$ cat config.mk
export PLATFORM = sky130hd
export DESIGN_NAME = bus_reg_slave
export DESIGN_NICKNAME = d
export VERILOG_FILES = /design/src/rtl/regslv_pkg.sv /design/src/rtl/i2c_line_sync.sv /design/src/rtl/i2c_byte_engine.sv /design/src/rtl/reg_region_gate.sv /design/src/rtl/bus_reg_slave.sv
export SDC_FILE = /design/constraint.sdc
export NUM_CORES = 1
export LEC_CHECK = 0
export ABC_CLOCK_PERIOD_IN_PS = 4500
export BUFFER_PORTS_ARGS = -buffer_cell sky130_fd_sc_hd__buf_2
export CORE_ASPECT_RATIO = 1.5
export CORE_UTILIZATION = 36
export CTS_CLUSTER_DIAMETER = 50
export DETAILED_ROUTE_END_ITERATION = 10
export SYNTH_ARGS = -nofsm -noshare
export SYNTH_HDL_FRONTEND = slang
export SYNTH_SLANG_ARGS = --single-unit
$ cat constraint.sdc
create_clock -name clk -period 4.5 [get_ports clk]
set_clock_uncertainty 0.2 [all_clocks]
set_input_delay 0 -clock clk [delete_from_list [all_inputs] [get_ports clk]]
set_output_delay 0 -clock clk [all_outputs]
set_load 0.01 [all_outputs]
$ cat src/rtl/regslv_pkg.sv
package regslv_pkg;

    localparam int BYTE_W  = 8;
    localparam int BCNT_W  = $clog2(BYTE_W + 1);

    typedef logic [BYTE_W-1:0] byte_t;
    typedef logic [BCNT_W-1:0] bcnt_t;

    typedef enum logic [1:0] {
        REG_RSVD = 2'd0,
        REG_RO   = 2'd1,
        REG_RW   = 2'd2
    } region_e;

    typedef enum logic [2:0] {
        PH_IDLE,
        PH_ADDR,
        PH_SUB,
        PH_WR,
        PH_RD,
        PH_WAIT
    } phase_e;

    // Synchronised bus levels and the events derived from them
    typedef struct packed {
        logic scl;
        logic sda;
        logic start;
        logic stop;
        logic rise;
        logic fall;
    } bus_ev_t;

    typedef struct packed {
        logic  we;
        byte_t addr;
        byte_t data;
    } wr_req_t;

    function automatic region_e region_of(byte_t a);
        if (a == 8'h00 || a == 8'h1F || (a >= 8'h60 && a <= 8'h62))
            return REG_RO;
        if ((a >= 8'h01 && a <= 8'h13) || (a >= 8'h15 && a <= 8'h17) ||
            (a >= 8'h40 && a <= 8'h5F))
            return REG_RW;
        return REG_RSVD;
    endfunction

endpackage

$ cat src/rtl/i2c_line_sync.sv
module i2c_line_sync
    import regslv_pkg::*;
#(
    parameter int STAGES = 2
) (
    input  logic    clk,
    input  logic    rst,
    input  logic    scl_i,
    input  logic    sda_i,
    output bus_ev_t ev
);

    logic [STAGES-1:0] scl_p;
    logic [STAGES-1:0] sda_p;
    logic              scl_d;
    logic              sda_d;
    logic              scl_s;
    logic              sda_s;

    generate
        if (STAGES == 1) begin : g_single
            always_ff @(posedge clk) begin
                if (rst) begin
                    scl_p <= '1;
                    sda_p <= '1;
                end else begin
                    scl_p <= scl_i;
                    sda_p <= sda_i;
                end
            end
        end else begin : g_chain
            always_ff @(posedge clk) begin
                if (rst) begin
                    scl_p <= '1;
                    sda_p <= '1;
                end else begin
                    scl_p <= {scl_p[STAGES-2:0], scl_i};
                    sda_p <= {sda_p[STAGES-2:0], sda_i};
                end
            end
        end
    endgenerate

    assign scl_s = scl_p[STAGES-1];
    assign sda_s = sda_p[STAGES-1];

    always_ff @(posedge clk) begin
        if (rst) begin
            scl_d <= 1'b1;
            sda_d <= 1'b1;
        end else begin
            scl_d <= scl_s;
            sda_d <= sda_s;
        end
    end

    always_comb begin
        ev.scl   = scl_s;
        ev.sda   = sda_s;
        ev.start = scl_s & scl_d & sda_d & ~sda_s;
        ev.stop  = scl_s & scl_d & ~sda_d & sda_s;
        ev.rise  = scl_s & ~scl_d;
        ev.fall  = ~scl_s & scl_d;
    end

endmodule

$ cat src/rtl/i2c_byte_engine.sv
module i2c_byte_engine
    import regslv_pkg::*;
#(
    parameter logic [6:0] ADDR_DEF = 7'h25,
    parameter logic [6:0] ADDR_ALT = 7'h24
) (
    input  logic    clk,
    input  logic    rst,
    input  bus_ev_t ev,
    input  logic    strap_alt,
    input  byte_t   rd_byte,
    output logic    sda_oe,
    output byte_t   ptr,
    output wr_req_t wr
);

    localparam bcnt_t FULL = bcnt_t'(BYTE_W);

    phase_e     phase;
    bcnt_t      cnt;
    logic       in_ack;
    logic       rw;
    byte_t      shreg;
    byte_t      txb;
    logic [6:0] own_addr;

    assign own_addr = strap_alt ? ADDR_ALT : ADDR_DEF;

    always_ff @(posedge clk) begin
        if (rst) begin
            phase  <= PH_IDLE;
            cnt    <= '0;
            in_ack <= 1'b0;
            rw     <= 1'b0;
            shreg  <= '0;
            txb    <= '0;
            ptr    <= '0;
            sda_oe <= 1'b0;
            wr     <= '0;
        end else begin
            wr.we <= 1'b0;
            if (ev.start) begin
                phase  <= PH_ADDR;
                cnt    <= '0;
                in_ack <= 1'b0;
                sda_oe <= 1'b0;
            end else if (ev.stop) begin
                phase  <= PH_IDLE;
                cnt    <= '0;
                in_ack <= 1'b0;
                sda_oe <= 1'b0;
            end else begin
                unique case (phase)
                    PH_ADDR, PH_SUB, PH_WR: begin
                        if (ev.rise && !in_ack && cnt != FULL) begin
                            shreg <= {shreg[BYTE_W-2:0], ev.sda};
                            cnt   <= cnt + 1'b1;
                        end else if (ev.fall && !in_ack && cnt == FULL) begin
                            cnt <= '0;
                            if (phase == PH_ADDR) begin
                                if (shreg[BYTE_W-1:1] == own_addr) begin
                                    sda_oe <= 1'b1;
                                    in_ack <= 1'b1;
                                    rw     <= shreg[0];
                                end else begin
                                    phase <= PH_WAIT;
                                end
                            end else if (phase == PH_SUB) begin
                                ptr    <= shreg;
                                sda_oe <= 1'b1;
                                in_ack <= 1'b1;
                            end else begin
                                wr.we   <= 1'b1;
                                wr.addr <= ptr;
                                wr.data <= shreg;
                                sda_oe  <= 1'b1;
                                in_ack  <= 1'b1;
                            end
                        end else if (ev.fall && in_ack) begin
                            in_ack <= 1'b0;
                            sda_oe <= 1'b0;
                            if (phase == PH_ADDR) begin
                                if (rw) begin
                                    phase  <= PH_RD;
                                    txb    <= rd_byte;
                                    sda_oe <= ~rd_byte[BYTE_W-1];
                                    cnt    <= bcnt_t'(1);
                                end else begin
                                    phase <= PH_SUB;
                                end
                            end else if (phase == PH_SUB) begin
                                phase <= PH_WR;
                            end else begin
                                ptr <= ptr + 1'b1;
                            end
                        end
                    end
                    PH_RD: begin
                        if (ev.fall && !in_ack) begin
                            if (cnt == FULL) begin
                                sda_oe <= 1'b0;
                                in_ack <= 1'b1;
                            end else begin
                                sda_oe <= ~txb[BYTE_W-2];
                                txb    <= {txb[BYTE_W-2:0], 1'b0};
                                cnt    <= cnt + 1'b1;
                            end
                        end else if (ev.rise && in_ack) begin
                            ptr <= ptr + 1'b1;
                            if (ev.sda) begin
                                phase <= PH_WAIT;
                            end
                        end else if (ev.fall && in_ack) begin
                            in_ack <= 1'b0;
                            txb    <= rd_byte;
                            sda_oe <= ~rd_byte[BYTE_W-1];
                            cnt    <= bcnt_t'(1);
                        end
                    end
                    default: begin
                    end
                endcase
            end
        end
    end

endmodule

$ cat src/rtl/reg_region_gate.sv
module reg_region_gate
    import regslv_pkg::*;
(
    input  wr_req_t wr,
    input  byte_t   rd_addr,
    input  byte_t   raw_rdata,
    output logic    store_en,
    output byte_t   rd_byte
);

    always_comb begin
        store_en = wr.we && (region_of(wr.addr) == REG_RW);
        rd_byte  = (region_of(rd_addr) == REG_RSVD) ? '0 : raw_rdata;
    end

endmodule

$ cat src/rtl/bus_reg_slave.sv
module bus_reg_slave
    import regslv_pkg::*;
#(
    parameter logic [6:0] ADDR_DEF    = 7'h25,
    parameter logic [6:0] ADDR_ALT    = 7'h24,
    parameter int         SYNC_STAGES = 2
) (
    input  logic       clk,
    input  logic       rst,
    input  logic       scl_i,
    input  logic       sda_i,
    output logic       sda_o,
    output logic       sda_oe,
    input  logic       strap_alt,
    output logic [7:0] reg_addr,
    output logic [7:0] reg_wdata,
    output logic       reg_we,
    input  logic [7:0] reg_rdata
);

    bus_ev_t ev;
    wr_req_t wr;
    byte_t   ptr;
    byte_t   rd_byte;

    i2c_line_sync #(
        .STAGES (SYNC_STAGES)
    ) u_sync (
        .clk   (clk),
        .rst   (rst),
        .scl_i (scl_i),
        .sda_i (sda_i),
        .ev    (ev)
    );

    i2c_byte_engine #(
        .ADDR_DEF (ADDR_DEF),
        .ADDR_ALT (ADDR_ALT)
    ) u_eng (
        .clk       (clk),
        .rst       (rst),
        .ev        (ev),
        .strap_alt (strap_alt),
        .rd_byte   (rd_byte),
        .sda_oe    (sda_oe),
        .ptr       (ptr),
        .wr        (wr)
    );

    reg_region_gate u_gate (
        .wr        (wr),
        .rd_addr   (ptr),
        .raw_rdata (reg_rdata),
        .store_en  (reg_we),
        .rd_byte   (rd_byte)
    );

    assign sda_o     = 1'b0;
    assign reg_addr  = ptr;
    assign reg_wdata = wr.data;

endmodule

Yosys cells after proc, flatten, opt, wreduce, memory -nomap -nowiden
Index checks and enable logic that the tools add are counted.
{ "totals": {"out_inout_bits": 19, "wordCells": 217, "in_bits": 13, "ff_bits": 56} }
{ "classes": {"addsub": 2, "mux": 80, "eq_ne": 41, "bitwise_logic": 20, "n_lt_le_gt_ge": 16, "n_reduce_logical": 42} }
{ "op_table": {"columns": ["op", "count"], "rows": [
  ["$mux W8", 10],
  ["$mux W7", 9],
  ["$mux W4", 9],
  ["$mux W3", 11],
  ["$ge A8 B7 Y1 const B", 4],
  ["$le A8 B5 Y1 const B", 4],
  ["$le A8 B7 Y1 const B", 4],
  ["$mux W1", 26],
  ["$reduce_and A7 Y1", 3],
  ["$ne A4 B4 Y1 const B", 5],
  ["$reduce_and A9 Y1", 2],
  ["$mux W17", 1],
  ["$eq A8 B5 Y1 const B", 2],
  ["$ge A8 B1 Y1 const B", 2],
  ["$ge A8 B5 Y1 const B", 2],
  ["$logic_not A8 Y1", 2],
  ["$mux W2", 8],
  ["$pmux W8 S2", 1],
  ["$logic_and A1 B1 Y1", 15],
  ["$ne A3 B3 Y1 const B", 5],
  ["$pmux W7 S2", 1],
  ["$not A1 Y1", 13],
  ["$ne A4 B1 Y1 const B", 3],
  ["$reduce_and A11 Y1", 1],
  ["other kinds (30)", 58]
]} }

Depth between registers and ports, before layout
{ "depth": {"ltp_word": 17, "mapped_depth": 9, "mapped_depth_nobuf": 7} }

By module
A second synthesis with hierarchy kept.
{ "unflattened": {"hier_cells": 334, "area_unflattened_um2": 3006.6} }
{ "by_module_without_submodules": {"columns": ["mod", "seq_area_each_um2", "area_per_inst_um2", "cells_each", "instances"], "rows": [
  ["i2c_byte_engine", 1001.0, 2575.0, 290, 1],
  ["reg_region_gate", 0.0, 215.2, 24, 1],
  ["i2c_line_sync", 120.1, 205.2, 18, 1],
  ["bus_reg_slave", 0.0, 11.3, 2, 1]
]} }

Worst setup path before layout
OpenSTA, ideal clock, no wires.
{ "synth_path": {"path_type": "reg-to-reg", "startpoint": "register u_eng.phase[0]", "endpoint": "register u_eng.phase[2]", "arrival_ns": 1.853, "slack_ns": 2.331, "period_less_slack_ns": 2.169, "path_buffers": 2, "path_stages_with_launch": 8, "setup_ns": 0.115, "required_time_ns": 4.185, "path_cell_list": "dfxtp_1 buf_6 or3b_1 buf_6 o22ai_2 a2bb2oi_1 or4_1 and3_1"} }
{ "synth_via": {"elab_chain_len": 6, "word_cells_on_any_way": 20, "classes_between": "eq/ne: 12; mux: 5; reduce/logical: 3"} }
{ "synth_lines": {"columns": ["element", "line", "source"], "rows": [
  ["start, declared", "i2c_byte_engine.sv:19", "phase_e phase;"],
  ["start signal, assigned", "i2c_byte_engine.sv:31", "phase <= PH_IDLE;"],
  ["start signal, assigned", "i2c_byte_engine.sv:43", "phase <= PH_ADDR;"],
  ["start signal, assigned", "i2c_byte_engine.sv:48", "phase <= PH_IDLE;"],
  ["$eq A3 B1 Y1", "i2c_byte_engine.sv:53, i2c_byte_engine.sv:60, i2c_byte_engine.sv:82", null],
  ["$mux W3", "i2c_byte_engine.sv:82", "if (phase == PH_ADDR) begin"],
  ["$mux W3", "i2c_byte_engine.sv:79", "end else if (ev.fall && in_ack) begin"],
  ["$mux W3", "i2c_byte_engine.sv:58", "end else if (ev.fall && !in_ack && cnt == FULL) begin"],
  ["$mux W3", "i2c_byte_engine.sv:55", "if (ev.rise && !in_ack && cnt != FULL) begin"],
  ["$pmux W3 S2", "i2c_byte_engine.sv:53", "unique case (phase)"]
]} }
Parallel ways exist; a longest one is shown, timed or not. The select of a mux whose other input is x is not followed.
A chain may end at the register's enable or synchronous reset.

Final worst setup path
Same ends and word-level chain as after synthesis.

==> results.json <==
{
  "cts_buffers": 5,
  "design_power_total_mw": 0.944,
  "root_buffer": "clkbuf_16",
  "setup_ws_ns": 1.89,
  "r2r_cells": 5,
  "cp.required_ns": 4.49,
  "whs_ns": 0.103,
  "crit_path_start_kind": "register",
  "yosysWarningCount": 0,
  "dpl_cell_area_sq_um": 3080,
  "final_core_util": 0.413,
  "cts.clk_slew.worst_paths_ns": 0.07,
  "finalSetupViolCount": 0,
  "routabilityCongestion": 0.866,
  "maxClockFrequency_mhz": 384,
  "path_cells": "o21bai_1, o22ai_2, a2bb2oi_1, o21ai_0, and3_1",
  "die_h_um": 113,
  "die-area_sq_um": 8660,
  "slowest_delay_ns": 0.75,
  "worstSetupEndpoint": "u_eng.phase[2]",
  "fp-row-count": 40,
  "syn-mean-instance-area_sq_um": 8.47,
  "post-place-ws_ns": 1.94,
  "netlist_area_sq_um": 2980,
  "stdcell_area_sq_um": 3310,
  "syn_inst": 352,
  "synth_edf_count": 0,
  "cap_violations": 0,
  "antenna_cells": 0,
  "dr_total_vias": 2628,
  "synth_fp_nets": 370,
  "tightestPinTransition_ns": 0.891,
  "peakVddDrop_mv": 0.144,
  "cts_max_path_buffers": 2,
  "via_per_inst": 5.52,
  "dp_cells": 459,
  "reg2reg_from": "u_eng.phase[0]",
  "r2r-end": "u_eng.phase[2]",
  "layout_worst_path_cycle_share": 0.579,
  "async_flop_share": 0,
  "powerDensity_nw_per_um2": 285,
  "drt_pre_antenna_iters": 4,
  "syn_to_final_growth_pct": 11.0,
  "hold_path.class": "input pin to register",
  "port_buffers": 30,
  "finalCriticalPeriod_ns": 2.61,
  "antenna_left": 0,
  "drt_iter0_drc": 143,
  "grt_pass1_wl_um": 12000,
  "track_usage": 0.177,
  "cp.arrival_ns": 2.60,
  "critPathKind": "register to register",
  "status": "completed",
  "rsz0062_at_grt": "no",
  "yosysSeqAreaShare": 0.376,
  "drt_wl_total_um": 7430,
  "drc_errors": 0,
  "crit_path_end_kind": "register",
  "instances_no_fill": 476,
  "ios": 32,
  "drt-wirelength-per-cell_um": 15.6,
  "ys_ff_latch": 56,
  "start_util": 0.373,
  "drive_gt1_frac": 0.154,
  "dp_hpwl_um": 5270,
  "die_x_um": 76.3,
  "slowest_stage": "a2bb2oi_1",
  "crit_start": "u_eng.phase[0]",
  "grt_pass1_vias": 2454,
  "synthDistinctLibCells": 68,
  "p_leak_nw": 1.17,
  "slew_violations": 0,
  "postCtsSetupRepairBufs": 0,
  "final_hold_viol_count": 0,
  "ys.flop_type": "dfxtp_1",
  "grt_max_degree": 51,
  "regToRegSetupSlack_ns": 1.89,
  "finalNetCount": 388,
  "antenna_found_initial": 0,
  "clock_sinks": 56,
  "insertion_delay_ns": 0.30,
  "slew_headroom": 0.404,
  "htreeDepth": 2,
  "cts_tree": "built",
  "path_max_fanout": 11,
  "overflow": 0,
  "core_sq_um": 8010,
  "setup_tns_ns": 0
}
[critical path, delay by kind of cell, from the launching register on]
family / cells / cell delay (ns)
and+or+nand+nor: 1 / 0.22
DFF: 1 / 0.42
AOI/OAI and AO/OA: 4 / 1.66
[synth_stat cells (5+ instances only)]
library cell | number | area, sq um
nor2_1 | 27 | 101
nand2_1 | 52 | 195
buf_4 | 11 | 82.6
o32ai_1 | 6 | 52.6
ha_1 | 5 | 62.6
inv_1 | 9 | 33.8
or2_2 | 7 | 43.8
nand2b_1 | 5 | 31.3
clkbuf_1 | 9 | 33.8
and3_1 | 5 | 31.3
a21oi_1 | 33 | 165
a221oi_1 | 8 | 70.1
mux2i_1 | 12 | 120
nand3_1 | 8 | 40.0
dfxtp_1 | 56 | 1120
buf_6 | 5 | 56.3
nor3_1 | 14 | 70.1
[metal layers]
| layer | wire [um] | global-route usage | share of wire |
|---|---|---|---|
| met1 | 3120 | 0.190 | 0.42 |
| met2 | 3740 | 0.311 | 0.50 |
| met3 | 257 | 0.0352 | 0.035 |
| met4 | 315 | 0.124 | 0.042 |
| met5 | 0 | 0 | 0 |
[flip-flops by register name, summed over array words and instances, names as in the netlist]
name and count:
u_sync.sda_d 1, u_sync.scl_d 1, u_sync.scl_p 2, u_eng.wr 17, u_sync.sda_p 2, u_eng.in_ack 1
u_eng.rw 1, u_eng.ptr 8, u_eng.shreg 8, u_eng.sda_oe 1, u_eng.txb 7, u_eng.cnt 4
u_eng.phase 3
[how the worst min path moves through the flow]
stage | to | from | cells after the start
6_report | u_eng.shreg[4] | rst | 2
3_3_place_gp | u_sync.scl_p[0] | scl_i | 2
2_1_floorplan | u_sync.scl_p[0] | scl_i | 1
4_1_cts | u_eng.shreg[4] | rst | 2
3_5_place_dp | u_sync.scl_p[0] | scl_i | 2
5_1_grt | u_eng.shreg[4] | rst | 2
[final cells by class]
type | instances | area, sq um
multi-input combinational | 258 | 1640
fill | 818 | 4700
clock inverter | 1 | 8.76
sequential | 56 | 1120
timing repair buffer | 40 | 248
clock buffer | 7 | 133
inverter | 9 | 33.8
tap | 105 | 131
[repair_timing]
item / CTS / global route
hold buffers: 9 / 0
setup endpoints to repair: 0 / 0
hold endpoints to repair: 9 / 0
resized for setup: 0 / 0
[layout by cell type, fill, tap and decap left out, drive strengths merged, types with 7 or more instances in the layout]
master       instances
o21ai                8
buf                 31
nor2                28
nand3                8
or2                  7
mux2i               12
a21oi               33
inv                  9
dfxtp               56
clkbuf               7
dlygate4sd3          9
a221oi               8
nand2               52
nor3                15
[report_power, final]
group | leakage [nW] | switching, mW | internal, mW
Combinational | 0.654 | 0.0305 | 0.0218
Clock | 0.0681 | 0.180 | 0.208
Sequential | 0.452 | 0.00480 | 0.499
[cells by family (layout without fill, tap and decap cells)]
logic type               count (synthesis)  in the layout  synth area share
flip-flops                              56             56             0.376
AO/OA/AOI/OAI                           93             93             0.224
other                                    1              1           0.00126
XOR/XNOR                                 4              4            0.0168
multiplexers                            12             12            0.0403
adder cells (fa/ha/maj)                  5              5            0.0210
AND/OR/NAND/NOR                        143            143             0.245
buffers and inverters                   38             57            0.0759
(Power assumes the default switching activity.)
